File: config.mk
export PLATFORM = sky130hd
export DESIGN_NAME = fdc_xfer_fifo
export DESIGN_NICKNAME = d
export VERILOG_FILES = /design/src/rtl/fdc_fifo_pkg.sv /design/src/rtl/fdc_fifo_cfg.sv /design/src/rtl/fdc_fifo_store.sv /design/src/rtl/fdc_fifo_reqgen.sv /design/src/rtl/fdc_xfer_fifo.sv
export SDC_FILE = /design/constraint.sdc
export NUM_CORES = 1
export LEC_CHECK = 0
export BUFFER_PORTS_ARGS = -buffer_cell sky130_fd_sc_hd__buf_2
export CAP_MARGIN = 20
export CORE_UTILIZATION = 35
export DETAILED_ROUTE_END_ITERATION = 8
export HOLD_SLACK_MARGIN = 0.06
export PLACE_DENSITY = 0.53
export SLEW_MARGIN = 25
export SYNTH_ARGS = -nofsm -noshare
export SYNTH_HDL_FRONTEND = slang
export SYNTH_SLANG_ARGS = --single-unit
File: constraint.sdc
create_clock -name clk -period 7.92 [get_ports clk]
set_clock_uncertainty 0.2 [all_clocks]
set_input_delay 2.376 -clock clk [delete_from_list [all_inputs] [get_ports clk]]
set_output_delay 2.376 -clock clk [all_outputs]
set_load 0.02 [all_outputs]
File: src/rtl/fdc_fifo_pkg.sv
package fdc_fifo_pkg;
   typedef enum logic [1:0] {
      PH_CMD    = 2'd0,
      PH_EXEC   = 2'd1,
      PH_RESULT = 2'd2
   } phase_e;

   typedef struct packed {
      logic rd_off;
      logic wr_off;
      logic burst;
   } mode_t;
endpackage

File: src/rtl/fdc_fifo_cfg.sv
module fdc_fifo_cfg
   import fdc_fifo_pkg::*;
#(
   parameter int TW = 4
) (
   input  logic          clk,
   input  logic          rst_n,
   input  logic          sw_rst,
   input  logic          cfg_we,
   input  logic          cfg_en,
   input  logic [TW-1:0] cfg_th,
   input  logic          mode_we,
   input  mode_t         mode_in,
   input  logic          lock_we,
   input  logic          lock_in,
   output logic          fifo_en,
   output logic [TW-1:0] thresh,
   output mode_t         mode,
   output logic          lock
);
   always_ff @(posedge clk or negedge rst_n) begin
      if (!rst_n) begin
         fifo_en <= 1'b0;
         thresh  <= '0;
         lock    <= 1'b0;
      end else if (sw_rst) begin
         if (!lock) begin
            fifo_en <= 1'b0;
            thresh  <= '0;
         end
      end else begin
         if (cfg_we) begin
            fifo_en <= cfg_en;
            thresh  <= cfg_th;
         end
         if (lock_we) lock <= lock_in;
      end
   end

   always_ff @(posedge clk or negedge rst_n) begin
      if (!rst_n)       mode <= '0;
      else if (mode_we) mode <= mode_in;
   end

   AST_SWRST_UNLOCKED: assert property (@(posedge clk) disable iff (!rst_n)
      (sw_rst && !lock) |=> (!fifo_en && thresh == '0));
   AST_SWRST_LOCKED: assert property (@(posedge clk) disable iff (!rst_n)
      (sw_rst && lock) |=> ($stable(fifo_en) && $stable(thresh)));
endmodule

File: src/rtl/fdc_fifo_store.sv
module fdc_fifo_store #(
   parameter int DEPTH = 16,
   parameter int DW    = 8,
   localparam int AW   = $clog2(DEPTH),
   localparam int CW   = AW + 1
) (
   input  logic          clk,
   input  logic          rst_n,
   input  logic          sw_rst,
   input  logic [CW-1:0] cap,
   input  logic          push,
   input  logic [DW-1:0] din,
   input  logic          pop,
   output logic [DW-1:0] dout,
   output logic [CW-1:0] level,
   output logic          empty,
   output logic          full,
   output logic          overrun,
   output logic          underrun
);
   logic [DW-1:0] mem [DEPTH];
   logic [AW-1:0] wr_ptr, rd_ptr;
   logic          wr_ok, rd_ok;

   assign empty = (level == '0);
   assign full  = (level >= cap);
   assign wr_ok = push && !full;
   assign rd_ok = pop && !empty;
   assign dout  = mem[rd_ptr];

   always_ff @(posedge clk) begin
      if (wr_ok) mem[wr_ptr] <= din;
   end

   always_ff @(posedge clk or negedge rst_n) begin
      if (!rst_n) begin
         wr_ptr   <= '0;
         rd_ptr   <= '0;
         level    <= '0;
         overrun  <= 1'b0;
         underrun <= 1'b0;
      end else if (sw_rst) begin
         wr_ptr   <= '0;
         rd_ptr   <= '0;
         level    <= '0;
         overrun  <= 1'b0;
         underrun <= 1'b0;
      end else begin
         if (wr_ok) wr_ptr <= wr_ptr + 1'b1;
         if (rd_ok) rd_ptr <= rd_ptr + 1'b1;
         case ({wr_ok, rd_ok})
            2'b10:   level <= level + 1'b1;
            2'b01:   level <= level - 1'b1;
            default: level <= level;
         endcase
         if (push && full)  overrun  <= 1'b1;
         if (pop && empty)  underrun <= 1'b1;
      end
   end

   AST_LEVEL_BOUND: assert property (@(posedge clk) disable iff (!rst_n)
      level <= CW'(DEPTH));
   AST_OVERRUN_SET: assert property (@(posedge clk) disable iff (!rst_n)
      (push && full && !sw_rst) |=> overrun);
   AST_UNDERRUN_HOLD: assert property (@(posedge clk) disable iff (!rst_n)
      (pop && empty && !push) |=> (level == '0));
endmodule

File: src/rtl/fdc_fifo_reqgen.sv
module fdc_fifo_reqgen #(
   parameter int CW      = 5,
   parameter int TW      = 4,
   parameter int GAP_CYC = 18
) (
   input  logic          clk,
   input  logic          rst_n,
   input  logic          sw_rst,
   input  logic          dir_rd,
   input  logic          burst,
   input  logic          host_xfer,
   input  logic [CW-1:0] level,
   input  logic [CW-1:0] cap,
   input  logic [TW-1:0] eff_th,
   output logic          req
);
   logic [CW-1:0] free_w, th_p1;
   logic          raw, drained, hold_q, gap_zero;

   assign free_w  = (level >= cap) ? '0 : (cap - level);
   assign th_p1   = {{(CW-TW){1'b0}}, eff_th} + 1'b1;
   assign raw     = dir_rd ? (level >= th_p1) : (free_w >= th_p1);
   assign drained = dir_rd ? (level == '0) : (free_w == '0);

   always_comb begin
      if (burst) req = (raw || hold_q) && !drained;
      else       req = raw && gap_zero;
   end

   always_ff @(posedge clk or negedge rst_n) begin
      if (!rst_n)      hold_q <= 1'b0;
      else if (sw_rst) hold_q <= 1'b0;
      else             hold_q <= burst && req;
   end

   generate
      if (GAP_CYC > 0) begin : g_gap
         localparam int GW = $clog2(GAP_CYC + 1);
         logic [GW-1:0] gap_cnt;
         always_ff @(posedge clk or negedge rst_n) begin
            if (!rst_n)                  gap_cnt <= '0;
            else if (sw_rst)             gap_cnt <= '0;
            else if (host_xfer && !burst) gap_cnt <= GW'(GAP_CYC);
            else if (gap_cnt != '0)      gap_cnt <= gap_cnt - 1'b1;
         end
         assign gap_zero = (gap_cnt == '0);

         AST_GAP_DROP: assert property (@(posedge clk) disable iff (!rst_n)
            (!burst && host_xfer && !sw_rst) |=> (!req || burst));
      end else begin : g_nogap
         assign gap_zero = 1'b1;
      end
   endgenerate

   AST_BURST_HOLD: assert property (@(posedge clk) disable iff (!rst_n)
      (burst && req && !sw_rst) |=> (req || !burst || drained));
endmodule

File: src/rtl/fdc_xfer_fifo.sv
module fdc_xfer_fifo
   import fdc_fifo_pkg::*;
#(
   parameter int DEPTH   = 16,
   parameter int DW      = 8,
   parameter int TW      = 4,
   parameter int GAP_CYC = 18
) (
   input  logic                     clk,
   input  logic                     rst_n,
   input  logic                     sw_rst,
   input  logic                     cfg_we,
   input  logic                     cfg_fifo_en,
   input  logic [TW-1:0]            cfg_thresh,
   input  logic                     mode_we,
   input  logic                     mode_rd_off,
   input  logic                     mode_wr_off,
   input  logic                     mode_burst,
   input  logic                     lock_we,
   input  logic                     lock_set,
   input  logic [1:0]               phase,
   input  logic                     dir_rd,
   input  logic                     push,
   input  logic [DW-1:0]            push_data,
   input  logic                     pop,
   output logic [DW-1:0]            pop_data,
   output logic                     req,
   output logic [$clog2(DEPTH):0]   level,
   output logic                     empty,
   output logic                     full,
   output logic                     overrun,
   output logic                     underrun
);
   localparam int AW = $clog2(DEPTH);
   localparam int CW = AW + 1;

   generate
      if ((DEPTH & (DEPTH - 1)) != 0 || DEPTH < 2)
         $error("DEPTH must be a power of two of at least 2");
      if (TW > AW)
         $error("threshold range exceeds buffer depth");
      if (DW < 1)
         $error("DW must be positive");
   endgenerate

   logic          fifo_en, lock;
   logic [TW-1:0] thresh, eff_th;
   mode_t         mode, mode_in;
   logic          active, host_xfer;
   logic [CW-1:0] cap;

   assign mode_in = '{rd_off: mode_rd_off, wr_off: mode_wr_off, burst: mode_burst};

   fdc_fifo_cfg #(.TW(TW)) cfg_i (
      .clk(clk), .rst_n(rst_n), .sw_rst(sw_rst),
      .cfg_we(cfg_we), .cfg_en(cfg_fifo_en), .cfg_th(cfg_thresh),
      .mode_we(mode_we), .mode_in(mode_in),
      .lock_we(lock_we), .lock_in(lock_set),
      .fifo_en(fifo_en), .thresh(thresh), .mode(mode), .lock(lock)
   );

   assign active = (phase == PH_EXEC) && fifo_en &&
                   (dir_rd ? !mode.rd_off : !mode.wr_off);
   assign cap    = active ? CW'(DEPTH) : CW'(1);
   assign eff_th = active ? thresh : '0;

   fdc_fifo_store #(.DEPTH(DEPTH), .DW(DW)) store_i (
      .clk(clk), .rst_n(rst_n), .sw_rst(sw_rst), .cap(cap),
      .push(push), .din(push_data), .pop(pop), .dout(pop_data),
      .level(level), .empty(empty), .full(full),
      .overrun(overrun), .underrun(underrun)
   );

   assign host_xfer = dir_rd ? (pop && !empty) : (push && !full);

   fdc_fifo_reqgen #(.CW(CW), .TW(TW), .GAP_CYC(GAP_CYC)) req_i (
      .clk(clk), .rst_n(rst_n), .sw_rst(sw_rst),
      .dir_rd(dir_rd), .burst(mode.burst), .host_xfer(host_xfer),
      .level(level), .cap(cap), .eff_th(eff_th), .req(req)
   );

   AST_BYPASS_ONE: assert property (@(posedge clk) disable iff (!rst_n)
      (!active && push && !pop && !sw_rst && level != '0) |=> $stable(level));
   AST_LOCK_KEEP: assert property (@(posedge clk) disable iff (!rst_n)
      (sw_rst && !lock_we) |=> $stable(lock));
endmodule

# Word level (Yosys, flattened, before mapping)
# Memories as Yosys holds them, arrays and structs flattened.
# Index checks and enable logic that the tools add are counted.
classes:
  addsub: 7
  multipliers: 0
  n_div: 0
  order_cmp: 3
  n_eq_ne: 4
  n_shift: 0
  n_mux: 30
  bitwise_logic: 1
  reduce_logical: 30
ops:
  columns: ["op", "n"]
  rows:
  - ["4-bit two-way mux", 8]
  - ["5-bit two-way mux", 6]
  - ["5-bit greater-or-equal comparator", 3]
  - ["5-bit logical NOT", 3]
  - ["1-bit two-way mux", 15]
  - ["1-bit logical AND", 10]
  - ["5-bit case mux with 2 select lines", 1]
  - ["2-bit nonzero test", 5]
  - ["5-bit by 1-bit subtractor with 5-bit output (second input constant)", 2]
  - ["4-bit by 1-bit adder with 4-bit output (second input constant)", 2]
  - ["1-bit logical NOT", 6]
  - ["3-bit nonzero test", 2]
  - ["4-bit by 1-bit adder with 5-bit output (second input constant)", 1]
  - ["5-bit by 1-bit adder with 5-bit output (second input constant)", 1]
  - ["5-bit nonzero test", 1]
  - ["5-bit subtractor", 1]
  - ["2-bit by 1-bit equality test with 1-bit output (second input constant)", 2]
  - ["2-bit AND reduction", 2]
  - ["2-bit equality test (second input constant)", 1]
  - ["2-bit inequality test (second input constant)", 1]
  - ["1-bit logical OR", 1]
  - ["1-bit NOT", 1]
word_totals:
  ff_bits: 30
  latch_bits: 0
  ram_bits: 128
  romBits: 0
  input_bits: 28
  out_inout_bits: 18
  elab_cells: 89
  mem_count: 1
memory_table:
  columns: ["memory", "words", "width", "read_ports", "rd_clocked_by_memory_dff", "wr", "line_no", "source"]
  rows:
  - ["store_i.mem", 16, 8, 1, 0, 1, "fdc_fifo_store.sv:21", "logic [DW-1:0] mem [DEPTH];"]

# Depth between registers and ports, before layout
depth:
  depth_word: 13
  mapped_depth: 15
  depth_no_buf: 14

# Modules after synthesis
# Synthesis repeated with hierarchy kept, for this count alone.
unflattened:
  cells_unflattened: 476
  area_unflattened_um2: 7480.9
by_module_without_submodules:
  columns: ["module", "n_inst", "cells_per_inst", "area_per_inst_um2", "seq_area_each_um2"]
  rows:
  - ["fdc_fifo_store", 1, 316, 6053.3, 4219.0]
  - ["fdc_fifo_reqgen", 1, 113, 944.7, 150.1]
  - ["fdc_fifo_cfg", 1, 31, 392.9, 225.2]
  - ["fdc_xfer_fifo", 1, 16, 90.1, 0.0]

# Least setup slack after synthesis
# Ideal clock, no wire load.
synth_timing:
  path_kind: "input -> output"
  startpoint: "input port dir_rd"
  endpoint: "output port req"
  arrival_time_ns: 5.880
  required_ns: 5.344
  setup_slack_ns: -0.536
  cell_stages: 14
  path_cell_list: "clkbuf_1 -> mux2_2 -> nor3_1 -> ha_1 -> a31oi_2 -> a31oi_1 -> inv_1 -> nor2_1 -> ha_1 -> a21o_1 -> a31oi_1 -> o21ai_0 -> nand2_1 -> o32ai_1"
synth_between:
  elab_chain_cells: 10
  elab_cells_between_ends: 18
synth_lines:
  columns: ["item", "line_no", "source"]
  rows:
  - ["start: declaration", "fdc_xfer_fifo.sv:22", "input logic dir_rd,"]
  - ["1-bit two-way mux *", "fdc_xfer_fifo.sv:63", "(dir_rd ? !mode.rd_off : !mode.wr_off);"]
  - ["1-bit logical AND *", "fdc_xfer_fifo.sv:62", "assign active = (phase == PH_EXEC) && fifo_en &&"]
  - ["5-bit two-way mux *", "fdc_xfer_fifo.sv:64", "assign cap = active ? CW'(DEPTH) : CW'(1);"]
  - ["5-bit greater-or-equal comparator *", null, null]
  - ["net full", "fdc_xfer_fifo.sv:30", "output logic full,"]
  - ["5-bit two-way mux *", "fdc_fifo_reqgen.sv:20", "assign free_w = (level >= cap) ? '0 : (cap - level);"]
  - ["5-bit greater-or-equal comparator or 5-bit logical NOT (tied branches)", "fdc_fifo_reqgen.sv:22, fdc_fifo_reqgen.sv:23", null]
  - ["1-bit two-way mux, on equally long branches", "fdc_fifo_reqgen.sv:22, fdc_fifo_reqgen.sv:23", null]
  - ["1-bit logical OR or 1-bit logical NOT (tied branches)", "fdc_fifo_reqgen.sv:26", "if (burst) req = (raw || hold_q) && !drained;"]
  - ["1-bit logical AND", "fdc_fifo_reqgen.sv:26", null]
  - ["1-bit two-way mux *", "fdc_fifo_reqgen.sv:26", null]
  - ["end: declaration", "fdc_xfer_fifo.sv:27", "output logic req,"]
# The timed path passes the listed nets; every way through them passes the cells marked *.

# Final worst setup path
layout_timing:
  startpoint: "input port dir_rd"
  endpoint: "output port req"
layout_between:
  elab_chain_cells: 10
  elab_cells_between_ends: 18
layout_lines:
  columns: ["item", "line_no"]
  rows:
  - ["1-bit two-way mux", "fdc_xfer_fifo.sv:63"]
  - ["1-bit logical AND", "fdc_xfer_fifo.sv:62"]
  - ["5-bit two-way mux", "fdc_xfer_fifo.sv:64"]
  - ["5-bit subtractor or 5-bit greater-or-equal comparator (tied branches)", "fdc_fifo_reqgen.sv:20"]
  - ["5-bit two-way mux", "fdc_fifo_reqgen.sv:20"]
  - ["5-bit greater-or-equal comparator or 5-bit logical NOT (tied branches)", "fdc_fifo_reqgen.sv:22, fdc_fifo_reqgen.sv:23"]
  - ["1-bit two-way mux, on equally long branches", "fdc_fifo_reqgen.sv:22, fdc_fifo_reqgen.sv:23"]
  - ["1-bit logical OR or 1-bit logical NOT (tied branches)", "fdc_fifo_reqgen.sv:26"]
  - ["1-bit logical AND", "fdc_fifo_reqgen.sv:26"]
  - ["1-bit two-way mux *", "fdc_fifo_reqgen.sv:26"]
# Mark *: on every way between the ends. The rest lies on a longest branch, timed or not.

==> summary.md <==
| Metric | Value |
|---|---|
| Final net count | `approximately 540` |
| Sequential-to-total area share from yosys stat | `64.83%` |
| Adder-cell share of the synthesized area | `under 10%` |
| Top_reg_cell synth | `edfxtp_1` |
| Die width | `144.3 microns` |
| # diodes | `0` |
| CP max FO | `5` |
| CP peak stage delay | `around 0.35 ns` |
| Min Clock Period, post-route | `between 7 and 8 ns` |
| TritonCTS Buffers | `17` |
| Worst r2r src | `cfg_i.mode[2]` |
| CP startpoint | `dir_rd` |
| CTS Root Cell | `clkbuf_16` |
| Max Root-Sink Buffers | `2` |
| Share of synthesized flip-flops with an asynchronous set or reset | `a little under a fifth` |
| Io pins | `46` |
| Worst-path clk slew | `0.06 ns` |
| Final cell count without fillers | `approximately 760` |
| Synth Instances | `~430` |
| Leakage power | `between 2 and 3 nW` |
| Core ar. | `a little under 0.02 sq mm` |
| Yosys warns | `0` |
| Data required, critical path | `5.34 ns` |
| Setup TNS Final | `0 ns` |
| Vias per cell | `5.181` |
| CP cell instances | `buf_2 -> mux2_2 -> nor3_4 -> ha_1 -> nor2b_1 -> a31oi_2 -> inv_2 -> nor2_1 -> ha_1 -> a21o_1 -> a31oi_1 -> o21ai_1 -> a21oi_2 -> o32ai_4 -> buf_2` |
| DP HPWL | `about 9600 microns` |
| Hold Crit Start | `store_i.underrun` |
| Placed Cells | `729` |
| Syn Area/Cell | `about 17 sq um` |
| Crit. End Element | `output pin` |
| Synth top cells by count | `128 x edfxtp_1, 40 x mux4_2, 30 x dfrtp_1` |
| Fin. Hold Viols | `0` |
| Post-Synth XOR/XNOR Area | `1.854%` |
| Die H | `approximately 140 microns` |
| Hold Crit Class | `register to register` |
| # setup viols final | `0` |
| Syn_nets | `about 480` |
| CTS tree | `done` |
| GP Congestion | `between 0.7 and 0.8` |
| Post-route DRC | `0` |
| Worst hold slack | `approximately 0.32 ns` |
| Slack of the critical path | `0.1462 ns` |
| Max Clock Freq | `roughly 130 MHz` |
| Initial Utilization | `36.06%` |
| Yosys cell types | `53` |
| TritonRoute pass-1 iters | `4` |
| Slew @ Worst Pin | `between 0.7 and 0.8 ns` |
| Grt total ovfl | `0` |
| Cell with the most instances after synthesis | `edfxtp_1` |
| Area Overhead vs Synth | `17.14%` |
| Cell Area, Placed | `0.007667 sq mm` |
| CP Launch Type | `input pin` |
| Vias in the first global route | `4033` |
| Largest net degree at the start of global routing | `36` |
| Util after Layout | `42.24%` |
| WL per Instance | `slightly below 20 microns` |
| Tot Pwr | `slightly below 3 mW` |
| Antenna Nets Post-Route | `0` |
| Max-Cap Viols | `0` |
| Worst VDD drop | `174.6 uV` |
| Synthesized cell area | `slightly above 0.007 sq mm` |
| Simple-Gate Fraction of Synth Area | `under 10%` |
| Rows | `slightly above 50` |
| # clock sinks | `~160` |
| Post-synthesis register bit count | `158` |
| Drt initial violations | `about 330` |
| Synth top area share | `54.24%` |
| Htree depth | `4` |
| Post-synthesis compound-gate area fraction | `under 10%` |
| Initial antenna violation count | `0` |
| Worst setup path category | `input pin to output pin` |
| Worst path slowest cell | `mux2_2` |
| Crit share post-route | `98.15%` |
| Total GRT Usage | `about 16%` |
| DP Worst Slack | `approximately 0.030 ns` |
| Share of cells above drive strength 1 | `a little under a third` |
| Die area | `0.02082 sq mm` |
| Input/output buffers | `45` |
| Clock Latency Late Sink | `roughly 0.4 ns` |
| FILL cells | `approximately 1800` |
| Outcome | `complete, no violations` |
| WP data arrival | `around 5.2 ns` |
| Vias | `3948` |
| Final WL | `roughly 15000 microns` |
| Mux cell area share after synthesis | `14.57%` |
| Largest area contributor in the netlist | `edfxtp_1` |
| Power density cells | `347.8 mW/mm^2` |
| Slew margin rel. | `a little under half` |
| Post-synth EDFFs | `roughly 130` |
| Final Max Slew Viols | `0` |
| Wire length of the first global-routing pass | `approximately 23000 microns` |
| Area contributors post-synth | `edfxtp_1 54%, mux4_2 13%, dfrtp_1 11%, ha_1 4.2%, xor2_1 1.1%` |
| Final instance area | `0.008302 sq mm` |
| Main combinational cell family by area after synthesis | `multiplexers` |
cell type report:
type / instances / area [sq um] / share of cell area [%]
Clock buffer: 18 / 429.2 / 5.170
Clock inverter: 13 / 165.2 / 1.989
Inverter: 14 / 52.55 / 0.6330
Multi-Input combinational cell: 236 / 2405 / 28.97
Sequential cell: 158 / 4596 / 55.36
Tap cell: 265 / 331.6 / 3.994
Timing Repair Buffer: 58 / 322.8 / 3.888
layout by cell type, fill, tap and decap left out, drive strengths merged, types with 6 or more instances in the layout:
cell type | netlist | routed
o21ai | 13 | 13
nor3b | 6 | 6
clkbuf | 14 | 18
clkinv | 0 | 7
ha | 24 | 24
nand3 | 11 | 11
a21oi | 15 | 15
xor2 | 9 | 9
edfxtp | 128 | 128
and2 | 7 | 7
mux2 | 6 | 6
nor2 | 18 | 18
mux2i | 6 | 6
nand2 | 17 | 17
mux4 | 40 | 40
xnor2 | 6 | 6
nor3 | 14 | 14
inv | 14 | 17
buf | 7 | 58
dfrtp | 30 | 30
what timing repair did:
| action | CTS | global route |
|---|---|---|
| endpoints found under the hold margin | 0 | 0 |
| setup buffers | 0 | 2 |
| setup endpoints to repair | 1 | 1 |
| pin swaps | 0 | 4 |
| resized for setup | 1 | 6 |
| hold buffers | 0 | 0 |
final timing paths:
kind | cells after the start | slack [ns] | endpoint
max | 15 | 0.15 | req
min | 2 | 0.32 | store_i.underrun
max reg2reg | 13 | 4.08 | store_i.level[4]
min reg2reg | 2 | 0.32 | store_i.underrun
max in group asynchronous | 1 | 5.22 | store_i.rd_ptr[0]
min in group asynchronous | 1 | 1.81 | store_i.rd_ptr[3]
registers in the layout, indices dropped and copies added, names as in the netlist, 3 cells and up:
signal / count
store_i.mem: 128
req_i.g_gap.gap_cnt: 5
store_i.level: 5
cfg_i.thresh: 4
store_i.rd_ptr: 4
store_i.wr_ptr: 4
cfg_i.mode: 3
logic make-up (layout without fill, tap and decap cells):
kind of cell               after synthesis  count (layout)
DFF                                    158             158
and+or+nand+nor                         95              95
muxes                                   52              52
AOI/OAI and AO/OA                       49              49
buffers and inverters                   35             103
adders and majority gates               25              25
xor gates and xnor gates                15              15
where the power goes:
part | internal [mW] | switching, mW
logic | 0.462 | 0.573
clock network | 0.497 | 0.322
registers | 0.968 | 0.0648
layer usage:
metal / track usage (%) / vias to the layer above / wire, microns
met5: 0 / - / 0
met4: 5.817 / 0 / 214
met3: 3.576 / 14 / 533
met2: 24.65 / 86 / 7402
met1: 20.96 / 2050 / 6850
li1: - / 1798 / -
critical path, delay by kind of cell:
kind | cells | cell delay, ns
fa+ha+maj | 2 | 0.53
simple gates | 3 | 0.56
buf+inv | 3 | 0.37
compound gates | 6 | 1.00
mux | 1 | 0.35
(Power assumes the default switching activity.)
